`config.mk`:
```
export PLATFORM = sky130hd
export DESIGN_NAME = callret_seq
export DESIGN_NICKNAME = d
export VERILOG_FILES = /design/src/rtl/callret_pkg.sv /design/src/rtl/callret_ctrl.sv /design/src/rtl/callret_dpath.sv /design/src/rtl/callret_seq.sv
export SDC_FILE = /design/constraint.sdc
export NUM_CORES = 1
export LEC_CHECK = 0
export BUFFER_PORTS_ARGS = -buffer_cell sky130_fd_sc_hd__buf_4
export CORE_ASPECT_RATIO = 0.6
export CORE_MARGIN = 1
export CORE_UTILIZATION = 52
export DETAILED_ROUTE_END_ITERATION = 6
export HOLD_SLACK_MARGIN = 0.12
export PLACE_DENSITY = 0.93
export RECOVER_POWER = 50
export SLEW_MARGIN = 20
export SYNTH_ARGS = -nofsm -noshare
export SYNTH_HDL_FRONTEND = slang
export SYNTH_HIERARCHICAL = 1
export SYNTH_SLANG_ARGS = --single-unit
```
`constraint.sdc`:
```
create_clock -name clk -period 4.37 [get_ports clk]
set_input_delay 0.6555 -clock clk [delete_from_list [all_inputs] [get_ports clk]]
set_output_delay 0.6555 -clock clk [all_outputs]
set_load 0.01 [all_outputs]
```
`src/rtl/callret_pkg.sv`:
```
package callret_pkg;

  typedef enum logic [2:0] {
    ST_IDLE,
    ST_CALL_W1,
    ST_CALL_W2,
    ST_RET_R1,
    ST_RET_R2,
    ST_RET_DONE
  } seqState_t;

  typedef struct packed {
    logic latchCall;
    logic latchRet;
    logic memAccess;
    logic memWrite;
    logic slotB;
    logic capRet;
    logic commit;
  } seqCtrl_t;

endpackage

```
`src/rtl/callret_ctrl.sv`:
```
module callret_ctrl
  import callret_pkg::*;
(
  input  logic     clk,
  input  logic     rstN,
  input  logic     callReq,
  input  logic     retReq,
  output seqCtrl_t ctl,
  output logic     busy
);

  seqState_t state, nxtState;

  always_ff @(posedge clk) begin
    if (!rstN) state <= ST_IDLE;
    else       state <= nxtState;
  end

  always_comb begin
    ctl      = '0;
    nxtState = state;
    unique case (state)
      ST_IDLE: begin
        if (callReq) begin
          ctl.latchCall = 1'b1;
          nxtState      = ST_CALL_W1;
        end else if (retReq) begin
          ctl.latchRet = 1'b1;
          nxtState     = ST_RET_R1;
        end
      end
      ST_CALL_W1: begin
        ctl.memAccess = 1'b1;
        ctl.memWrite  = 1'b1;
        nxtState      = ST_CALL_W2;
      end
      ST_CALL_W2: begin
        ctl.memAccess = 1'b1;
        ctl.memWrite  = 1'b1;
        ctl.slotB     = 1'b1;
        ctl.commit    = 1'b1;
        nxtState      = ST_IDLE;
      end
      ST_RET_R1: begin
        ctl.memAccess = 1'b1;
        nxtState      = ST_RET_R2;
      end
      ST_RET_R2: begin
        ctl.memAccess = 1'b1;
        ctl.slotB     = 1'b1;
        ctl.capRet    = 1'b1;
        nxtState      = ST_RET_DONE;
      end
      ST_RET_DONE: begin
        ctl.commit = 1'b1;
        nxtState   = ST_IDLE;
      end
      default: nxtState = ST_IDLE;
    endcase
  end

  assign busy = (state != ST_IDLE);

endmodule

```
`src/rtl/callret_dpath.sv`:
```
module callret_dpath
  import callret_pkg::*;
#(
  parameter int WIDTH = 32
) (
  input  logic             clk,
  input  logic             rstN,
  input  seqCtrl_t         ctl,
  input  logic [WIDTH-1:0] curPc,
  input  logic             hasImm,
  input  logic [WIDTH-1:0] callTarget,
  input  logic [WIDTH-1:0] frameSize,
  input  logic [WIDTH-1:0] fpIn,
  input  logic [WIDTH-1:0] memRdata,
  output logic [WIDTH-1:0] memAddr,
  output logic [WIDTH-1:0] memWdata,
  output logic [WIDTH-1:0] rfWdata,
  output logic [WIDTH-1:0] pcNext
);

  logic [WIDTH-1:0] frameBase;
  logic [WIDTH-1:0] slotA;
  logic [WIDTH-1:0] slotBVal;
  logic [WIDTH-1:0] targetReg;
  logic             isRet;

  always_ff @(posedge clk) begin
    if (!rstN) begin
      frameBase <= '0;
      slotA     <= '0;
      slotBVal  <= '0;
      targetReg <= '0;
      isRet     <= 1'b0;
    end else begin
      if (ctl.latchCall) begin
        frameBase <= fpIn + frameSize;
        slotA     <= curPc + (hasImm ? WIDTH'(2) : WIDTH'(1));
        slotBVal  <= fpIn;
        targetReg <= callTarget;
        isRet     <= 1'b0;
      end
      if (ctl.latchRet) begin
        frameBase <= fpIn;
        isRet     <= 1'b1;
      end
      if (ctl.capRet) slotA <= memRdata;
    end
  end

  assign memAddr  = frameBase - (ctl.slotB ? WIDTH'(2) : WIDTH'(1));
  assign memWdata = ctl.slotB ? slotBVal : slotA;
  assign rfWdata  = isRet ? memRdata : frameBase;
  assign pcNext   = isRet ? slotA : targetReg;

endmodule

```
`src/rtl/callret_seq.sv`:
```
module callret_seq
  import callret_pkg::*;
#(
  parameter int WIDTH    = 32,
  parameter int NUM_REGS = 9
) (
  input  logic             clk,
  input  logic             rstN,
  input  logic             callReq,
  input  logic             retReq,
  input  logic [WIDTH-1:0] curPc,
  input  logic             hasImm,
  input  logic [WIDTH-1:0] callTarget,
  input  logic [WIDTH-1:0] frameSize,
  input  logic [WIDTH-1:0] fpIn,
  output logic             busy,
  output logic             memEn,
  output logic             memWe,
  output logic [WIDTH-1:0] memAddr,
  output logic [WIDTH-1:0] memWdata,
  input  logic [WIDTH-1:0] memRdata,
  output logic             rfWe,
  output logic [3:0]       rfWaddr,
  output logic [WIDTH-1:0] rfWdata,
  output logic             pcLoad,
  output logic [WIDTH-1:0] pcNext
);

  localparam int FP_INDEX = NUM_REGS - 1;

  seqCtrl_t ctl;

  callret_ctrl u_ctrl (
    .clk     (clk),
    .rstN    (rstN),
    .callReq (callReq),
    .retReq  (retReq),
    .ctl     (ctl),
    .busy    (busy)
  );

  callret_dpath #(.WIDTH(WIDTH)) u_dpath (
    .clk        (clk),
    .rstN       (rstN),
    .ctl        (ctl),
    .curPc      (curPc),
    .hasImm     (hasImm),
    .callTarget (callTarget),
    .frameSize  (frameSize),
    .fpIn       (fpIn),
    .memRdata   (memRdata),
    .memAddr    (memAddr),
    .memWdata   (memWdata),
    .rfWdata    (rfWdata),
    .pcNext     (pcNext)
  );

  assign memEn   = ctl.memAccess;
  assign memWe   = ctl.memWrite;
  assign rfWe    = ctl.commit;
  assign pcLoad  = ctl.commit;
  assign rfWaddr = 4'(FP_INDEX);

endmodule

```
==> results of run 1 <==
==> power by group <==
part | switching [mW] | internal, mW | total (mW)
Clock | 0.572 | 0.733 | 1.30
Combinational | 0.856 | 0.837 | 1.69
Sequential | 0.161 | 1.33 | 1.49
==> per-layer routing <==
| layer | global-route usage, % | up-vias | part of all wire, % |
|---|---|---|---|
| met4 | 11.9 | 0 | 2.8 |
| li1 | - | 4351 | - |
| met2 | 55.8 | 539 | 47 |
| met1 | 41.5 | 4427 | 40 |
| met5 | 0 | - | 0 |
| met3 | 8.01 | 59 | 10 |
==> logic make-up after synthesis <==
logic type      Yosys count  share of synthesized area (%)
mux                     178                           20.1
flops                   132                           27.9
compound gates          217                           15.1
buf+inv                  93                           3.97
xor+xnor                 84                           7.78
simple gates            337                           19.8
fa+ha+maj                38                           5.27
other cells               2                         0.0794
==> sequential cells by signal, indices dropped and copies added, names as in the netlist <==
name	cells
u_dpath/frameBase	32
u_dpath/slotA	32
u_dpath/slotBVal	32
u_dpath/targetReg	32
u_ctrl/state	3
u_dpath/isRet	1
==> synthesized netlist by cell type (all sizes together) (18+ instances only) <==
library cell	count
mux2	94
xor2	53
clkbuf	59
a21o	24
mux2i	84
nor3	18
nor2	61
inv	19
nand2	58
o21ai	37
nor2b	95
xnor2	31
a21oi	59
nand3	26
ha	35
a211oi	30
dfxtp	132
==> worst min-delay path: stages <==
cell and delay [ns]:
sky130_fd_sc_hd__buf_4 0.08, sky130_fd_sc_hd__mux2i_1 0.06, sky130_fd_sc_hd__nor2b_1 0.09
==> cells in the final DEF (no fill, tap or decap), types with 35 or more instances in the layout <==
master / instances
sky130_fd_sc_hd__mux2_2: 94
sky130_fd_sc_hd__dfxtp_1: 130
sky130_fd_sc_hd__ha_1: 35
sky130_fd_sc_hd__nor2b_1: 94
sky130_fd_sc_hd__xor2_1: 53
sky130_fd_sc_hd__o21ai_0: 37
sky130_fd_sc_hd__mux2i_1: 84
sky130_fd_sc_hd__nor2_1: 60
sky130_fd_sc_hd__a21oi_1: 58
sky130_fd_sc_hd__nand2_1: 58
sky130_fd_sc_hd__buf_4: 304
==> final timing paths <==
path                                startpoint                            endpoint  depth (start not counted)
max reg2reg       u_ctrl/state[0]$_SDFFE_PN0P_      u_dpath/slotA[30]$_SDFFE_PN0P_                          6
max               u_ctrl/state[1]$_SDFFE_PN0P_                         memAddr[28]                         10
min                             callTarget[26]  u_dpath/targetReg[26]$_SDFFE_PN0P_                          3
min reg2reg  u_dpath/slotBVal[17]$_SDFFE_PN0P_   u_dpath/slotBVal[17]$_SDFFE_PN0P_                          2
==> stage by stage <==
stage	setup slack, ns	TNS, ns	total power [mW]	utilization [%]	cell area, µm²
2_1_floorplan	0.325	0	2.42	-	9460
3_3_place_gp	0.594	0	3.12	67.4	11800
3_5_place_dp	0.509	0	3.16	67.4	11800
4_1_cts	0.0484	0	4.46	70.5	12300
5_1_grt	-0.0310	-0.0310	4.68	70.5	12300
6_report	0.185	0	4.48	70.5	12300
==> area by class of cell <==
type	instances	area (µm²)	share of cell area, %
clock buffer	19	433	3.52
clock inverter	13	103	0.834
inverter	19	71.3	0.580
multi-input combinational	858	6480	52.6
sequential	132	2650	21.5
tap	234	293	2.38
timing repair buffer	304	2280	18.5
==> impl_summary.md, run 1 <==
Power
The total power density per cell area is 364 mW/mm². The leakage component of the power is 5.53 nW. The maximum ir drop on the vdd rail is 0.339 mV.

Critical path
The worst setup path is of the register to primary output kind. The top fanout value on the critical path is 33. The kind of launch point of the worst setup path is a register.

STA puts the critical path data required time at 3.71 ns. Among the stages of the critical path, the cell type that occurs most often is sky130_fd_sc_hd__buf_4. The endpoint kind of the worst setup timing path is a primary output. The number of buffers and inverters on the critical path is 2.

The signal on the critical path passes through nand2b_2 > a21oi_4 > buf_4 > fa_1 > nand3_2 > or4_4 > or3_1 > nor2_1 > xor2_1 > buf_4. In this design, the stage delay of the slowest critical-path cell is 0.49 ns. Data on the critical path arrives at its endpoint at 3.53 ns. The kind of cell with the highest combined delay along the critical path is simple AND/OR/NAND/NOR gates. The setup slack of the worst register-to-register path is 0.90 ns. The cell at the slowest stage of the critical path is sky130_fd_sc_hd__buf_4.

Finish
The antenna diode instance count is 0. Excluding fillers, the count of instances in the completed layout stands at 1,579. The proportion of layout cells with a drive suffix above 1 is 33.5%. The number of nets at the end of the flow is 1,535. The synthesis-to-finish area growth is 30.2%. The fill cell total of the finished layout is 1,385.

STA
Setup violations remaining at the end of the flow were counted as 0. On the final layout, the worst hold slack is 0.517 ns. The final setup skew is 0.00920 ns.

The pin slew with the least headroom to its limit is 1.10 ns. The share of the clock period used by the worst path is 95.8%. The smallest clock period supported by the final layout is computed as 4.19 ns. The total count of hold-check failures in the final report is 0.

The worst max-slew margin expressed relative to the limit is 26.5%. The max-slew violation count is 0. The maximum clock frequency is 0.239 GHz.

Yosys
Of the synthesized area, sequential elements account for 27.9%. In this run the biggest area consumer among cell types represents 27.9% of the synthesized area. The largest area contributor in the netlist is sky130_fd_sc_hd__dfxtp_1.

Yosys mapped a number of flops with a built-in enable equal to 0. After technology mapping, the gate count stands at 1,081. The post-synthesis register bit count is 132. The per-instance average area after synthesis is 8.75 µm².

The top flip-flop cell by instance count after synthesis is sky130_fd_sc_hd__dfxtp_1. The number of synthesis warnings is 6. The number of different library cells used by synthesis comes to 63. By area the synthesized netlist is led by sky130_fd_sc_hd__dfxtp_1 28%, sky130_fd_sc_hd__mux2_2 11%, sky130_fd_sc_hd__mux2i_1 8.9%. In the synthesized netlist the async set-or-reset flop fraction comes to 0%. The cell area after synthesis is 0.00946 mm².

Routing
For this block, the routed nets add up to 32.8 mm of wire. Detailed routing inserted a total of 9,376 vias. The remaining antenna violation count is 0. The number of iterations in the first detailed-routing pass is 6. In the routed design, unresolved DRC markers number 0. The iteration-0 DRC count of the detailed router is 942. The mean number of vias per cell is 5.94. Dividing the detail-routed wire length by the instance count gives 20.8 µm.

CTS
The total setup buffers inserted after CTS is 0. The number of H-tree levels is 4. Gates resized during post-CTS repair numbered 0. TritonCTS built the clock tree.

Clock tree synthesis selected as its root buffer the cell sky130_fd_sc_hd__clkbuf_16. The clock tree buffer depth is 2. The insertion delay to the later sink of the worst-skew pair is 0.40 ns. In this run, CTS created clock tree buffers numbering 17. The CTS clock-pin slew for the worst setup and hold paths is 0.07 ns.

Clock tree synthesis found a total of 132 sinks. In this run, post-CTS hold repair placed 0 buffers.

Floorplan
The die height is 106 µm. Once the floorplan was initialized, standard cells occupied 54.2% of the core. The core outline area is 0.0175 mm². 302 I/O pins were placed. The die area is 0.0187 mm².

The die width is 176 µm. The floorplan row count is 37.

Hold path
The class of the worst hold path is input pin to register.

GRT
The maximum number of pins on one net before global-route repair is 91. The initial antenna violation count is 0. The first global-routing pass estimated 48.1 mm of wire. The overall routing resource usage is 33.3%. The number of global-route vias before repair is 8,849.

The total congestion overflow after global routing is 0.

Job
Across the run, the number of max-cap violations was 0.

Placement
The instance count after placement with tap cells included is 1,547. The routability congestion estimate is 0.955. The estimated wirelength of the detail-placed design is 24.7 mm. Port buffering added 297 buffers.

Run status
The run finished with clean final reports.
Power figures use the tool's default switching activity.
==> run 2, diff against run 1 <==
Clock period 4.37 ns to 3.94 ns, I/O delays scaled along.
==> impl_summary.md, run 2 (synthesis results as in run 1) <==
Routing
The iteration-0 DRC count of the detailed router is 861 (was 942). The remaining antenna violation count is 0 (unchanged). The wire length reported by the detailed router is 33.1 mm (was 32.8 mm).

The mean number of vias per cell came to 5.89 (was 5.94). The vias after detailed routing is 9,403 (was 9,376). The average wire per cell in the routed design is 20.8 µm (about the same). The number of iterations in the first detailed-routing pass is 5 (was 6). The number of remaining DRC errors is 0 (unchanged).

STA
The share of the clock period used by the worst path is 97.0%. The worst path in the final design needs a cycle of 3.82 ns, including I/O delays and setup. The worst max-slew margin expressed relative to the limit came to -5.56% (was 26.5%). The final setup skew came to 0.00782 ns (was 0.00920 ns). The post-route setup TNS is 0 ns (unchanged). The final hold slack is 0.431 ns (was 0.517 ns). The final number of setup-violating endpoints is 0 (unchanged).

The max-slew violation count is 93 (was 0). The pin slew with the least headroom to its limit was 1.58 ns (was 1.10 ns). For this run, the top clock speed supported by timing is 0.262 GHz. The total count of hold-check failures in the final report was 0 (unchanged).

Critical path
The required time at the endpoint of the critical path is 3.35 ns (was 3.71 ns). The worst reg2reg path startpoint is u_ctrl/state[0]$_SDFFE_PN0P_ (unchanged). The top fanout value on the critical path is 6 (was 33). The reg-to-reg endpoint is u_dpath/frameBase[11]$_SDFFE_PN0P_ (was u_dpath/slotA[30]$_SDFFE_PN0P_).

The kind of launch point of the worst setup path is a register (unchanged). The endpoint kind of the worst setup timing path is a primary output (unchanged). The cell count of the worst reg-to-reg path was 6 (unchanged).

The signal arrival time at the worst endpoint is 3.23 ns (was 3.53 ns). The setup slack of the worst register-to-register path is 0.63 ns (was 0.90 ns). The critical setup path kind is register to primary output (unchanged).

Placement
The routability congestion estimate is 0.951 (was 0.955). The number of port buffers is 297 (unchanged). The estimated wirelength of the detail-placed design is 24.6 mm (was 24.7 mm).

The instance count after placement with tap cells included is 1,555 (was 1,547).

Floorplan
The die height is 106 µm (unchanged). The effective utilization at floorplan is 54.2% (unchanged). The number of primary I/O pins came to 302 (unchanged). The core outline area is 0.0175 mm² (unchanged). The die width is 176 µm (unchanged).

The floorplan row count came to 37 (unchanged). The die area is 0.0187 mm² (unchanged).

Finish
Commonest non-fill, non-tap cells in the layout: 281 x sky130_fd_sc_hd__buf_4, 129 x sky130_fd_sc_hd__dfxtp_1, 95 x sky130_fd_sc_hd__nor2b_1 (was 304 x sky130_fd_sc_hd__buf_4, 130 x sky130_fd_sc_hd__dfxtp_1, 94 x sky130_fd_sc_hd__nor2b_1, 94 x sky130_fd_sc_hd__mux2_2, 84 x sky130_fd_sc_hd__mux2i_1). The proportion of layout cells with a drive suffix above 1 is 31.4% (was 33.5%). The synthesis-to-finish area growth came to 31.1% (was 30.2%).

The commonest non-fill, non-tap cell in the layout was sky130_fd_sc_hd__buf_4 (unchanged). The number of nets at the end of the flow is 1,553 (was 1,535). The count of non-filler cells in the finished layout is 1,596 (was 1,579).

GRT
The initial antenna violation count was 0 (unchanged). The maximum number of pins on one net before global-route repair is 159 (was 91). The number of global-route vias before repair is 9,015 (was 8,849).

The overall routing resource usage is 34.3% (was 33.3%). The first-pass GRT wire length is 49.2 mm (was 48.1 mm). The total congestion overflow after global routing is 0 (unchanged).

Hold path
The class of the worst hold path is input pin to register (unchanged). The worst hold path endpoint is u_dpath/targetReg[18]$_SDFFE_PN0P_ (was u_dpath/targetReg[26]$_SDFFE_PN0P_). The startpoint of the lowest-slack hold path is callTarget[18] (was callTarget[26]). The cell count of the worst hold path came to 3 (unchanged).

CTS
The CTS clock-pin slew for the worst setup and hold paths is 0.06 ns (was 0.07 ns). The CTS tree is built (unchanged). The number of buffers created by CTS was 17 (unchanged). The cell at the root of the clock tree is sky130_fd_sc_hd__clkbuf_16 (unchanged). The number of H-tree levels is 4 (unchanged).

The count of clock tree sinks is 132 (unchanged). The clock tree buffer depth is 2 (unchanged). The insertion delay to the later sink of the worst-skew pair is 0.41 ns (was 0.40 ns).

Job
The max-cap violation count came to 1 (was 0).

Power
The leakage component of the power was 5.52 nW (was 5.53 nW). The total power density per cell area is 413 mW/mm² (was 364 mW/mm²). The maximum ir drop on the vdd rail was 0.333 mV (was 0.339 mV).

Run status
The final reports fail on capacitance limit, slew limit. Outcome: complete, but fails checks (was completed).
run 2: cell types whose count changed in the layout (fill, tap and decap cells not counted), sizes merged:
cell	previous run	this run
buf	304	283
bufinv	0	2
clkbuf	19	65
clkinv	4	2
clkinvlp	6	0
diode	0	1
inv	22	19
run 2: through the flow:
step	instance area, µm²	utilization (%)	total power, mW	setup slack, ns
CTS	12500	71.5	5.12	0.00122
detailed placement	11800	67.8	3.51	0.221
global route	12400	71.0	5.33	-0.0373
finish	12400	71.0	5.12	0.118
floorplan	9460	-	2.69	0.0982
global placement	11800	67.8	3.47	0.264
run 2: area by class of cell:
| type | instances | area [µm²] |
|---|---|---|
| Antenna cell | 1 | 2.50 |
| Clock buffer | 26 | 509 |
| Clock inverter | 4 | 70.1 |
| Fill cell | 1345 | 5060 |
| Inverter | 19 | 71.3 |
| Multi-Input combinational cell | 858 | 6500 |
| Sequential cell | 132 | 2650 |
| Tap cell | 234 | 293 |
| Timing Repair Buffer | 322 | 2300 |
run 2: critical path, cell delays in order (launching register included):
cell and delay, ns:
sky130_fd_sc_hd__dfxtp_4 0.37, sky130_fd_sc_hd__nand2b_4 0.16, sky130_fd_sc_hd__a21oi_4 0.15, sky130_fd_sc_hd__inv_1 0.07
sky130_fd_sc_hd__ha_1 0.30, sky130_fd_sc_hd__a21o_1 0.18, sky130_fd_sc_hd__nand2b_4 0.17, sky130_fd_sc_hd__nand2b_4 0.19
sky130_fd_sc_hd__nor3_4 0.18, sky130_fd_sc_hd__nand2b_1 0.16, sky130_fd_sc_hd__or3_4 0.39, sky130_fd_sc_hd__nor3_4 0.13
sky130_fd_sc_hd__xor2_1 0.21, sky130_fd_sc_hd__buf_4 0.15
run 2: power breakdown:
part / total (mW) / leakage [nW] / switching, mW / internal (mW)
clock: 1.60 / 0.286 / 0.588 / 1.01
combinational: 1.89 / 4.15 / 0.976 / 0.916
sequential: 1.64 / 1.09 / 0.165 / 1.47
run 2: worst max-delay path by stage:
| stage | endpoint | cells past startpoint | start |
|---|---|---|---|
| final | memAddr[31] | 13 | u_ctrl/state[1]$_SDFFE_PN0P_ |
| after detailed placement | memAddr[31] | 13 | u_ctrl/state[2]$_SDFFE_PN0P_ |
| after CTS | memAddr[28] | 9 | u_dpath/frameBase[9]$_SDFFE_PN0P_ |
| after global placement | memAddr[31] | 13 | u_ctrl/state[2]$_SDFFE_PN0P_ |
| after global routing | memAddr[31] | 11 | u_dpath/frameBase[10]$_SDFFE_PN0P_ |
| after floorplan | memAddr[29] | 14 | u_ctrl/state[2]$_SDFFE_PN0P_ |
run 2: what timing repair did:
action | 4_1_cts | 5_1_grt
gates resized for setup | 9 | 10
setup endpoints to repair | 4 | 5
hold buffers | 0 | 0
setup buffers | 4 | 6
hold endpoints to repair | 0 | 0
pin swaps | 5 | 8
run 2: routing by layer:
| layer | vias to the layer above | global-route usage, % | share of wire (%) |
|---|---|---|---|
| met1 | 4424 | 42.0 | 40 |
| met2 | 513 | 57.1 | 47 |
| met3 | 82 | 9.26 | 9.9 |
| li1 | 4384 | - | - |
| met4 | 0 | 13.3 | 3.2 |
| met5 | - | 0 | 0 |
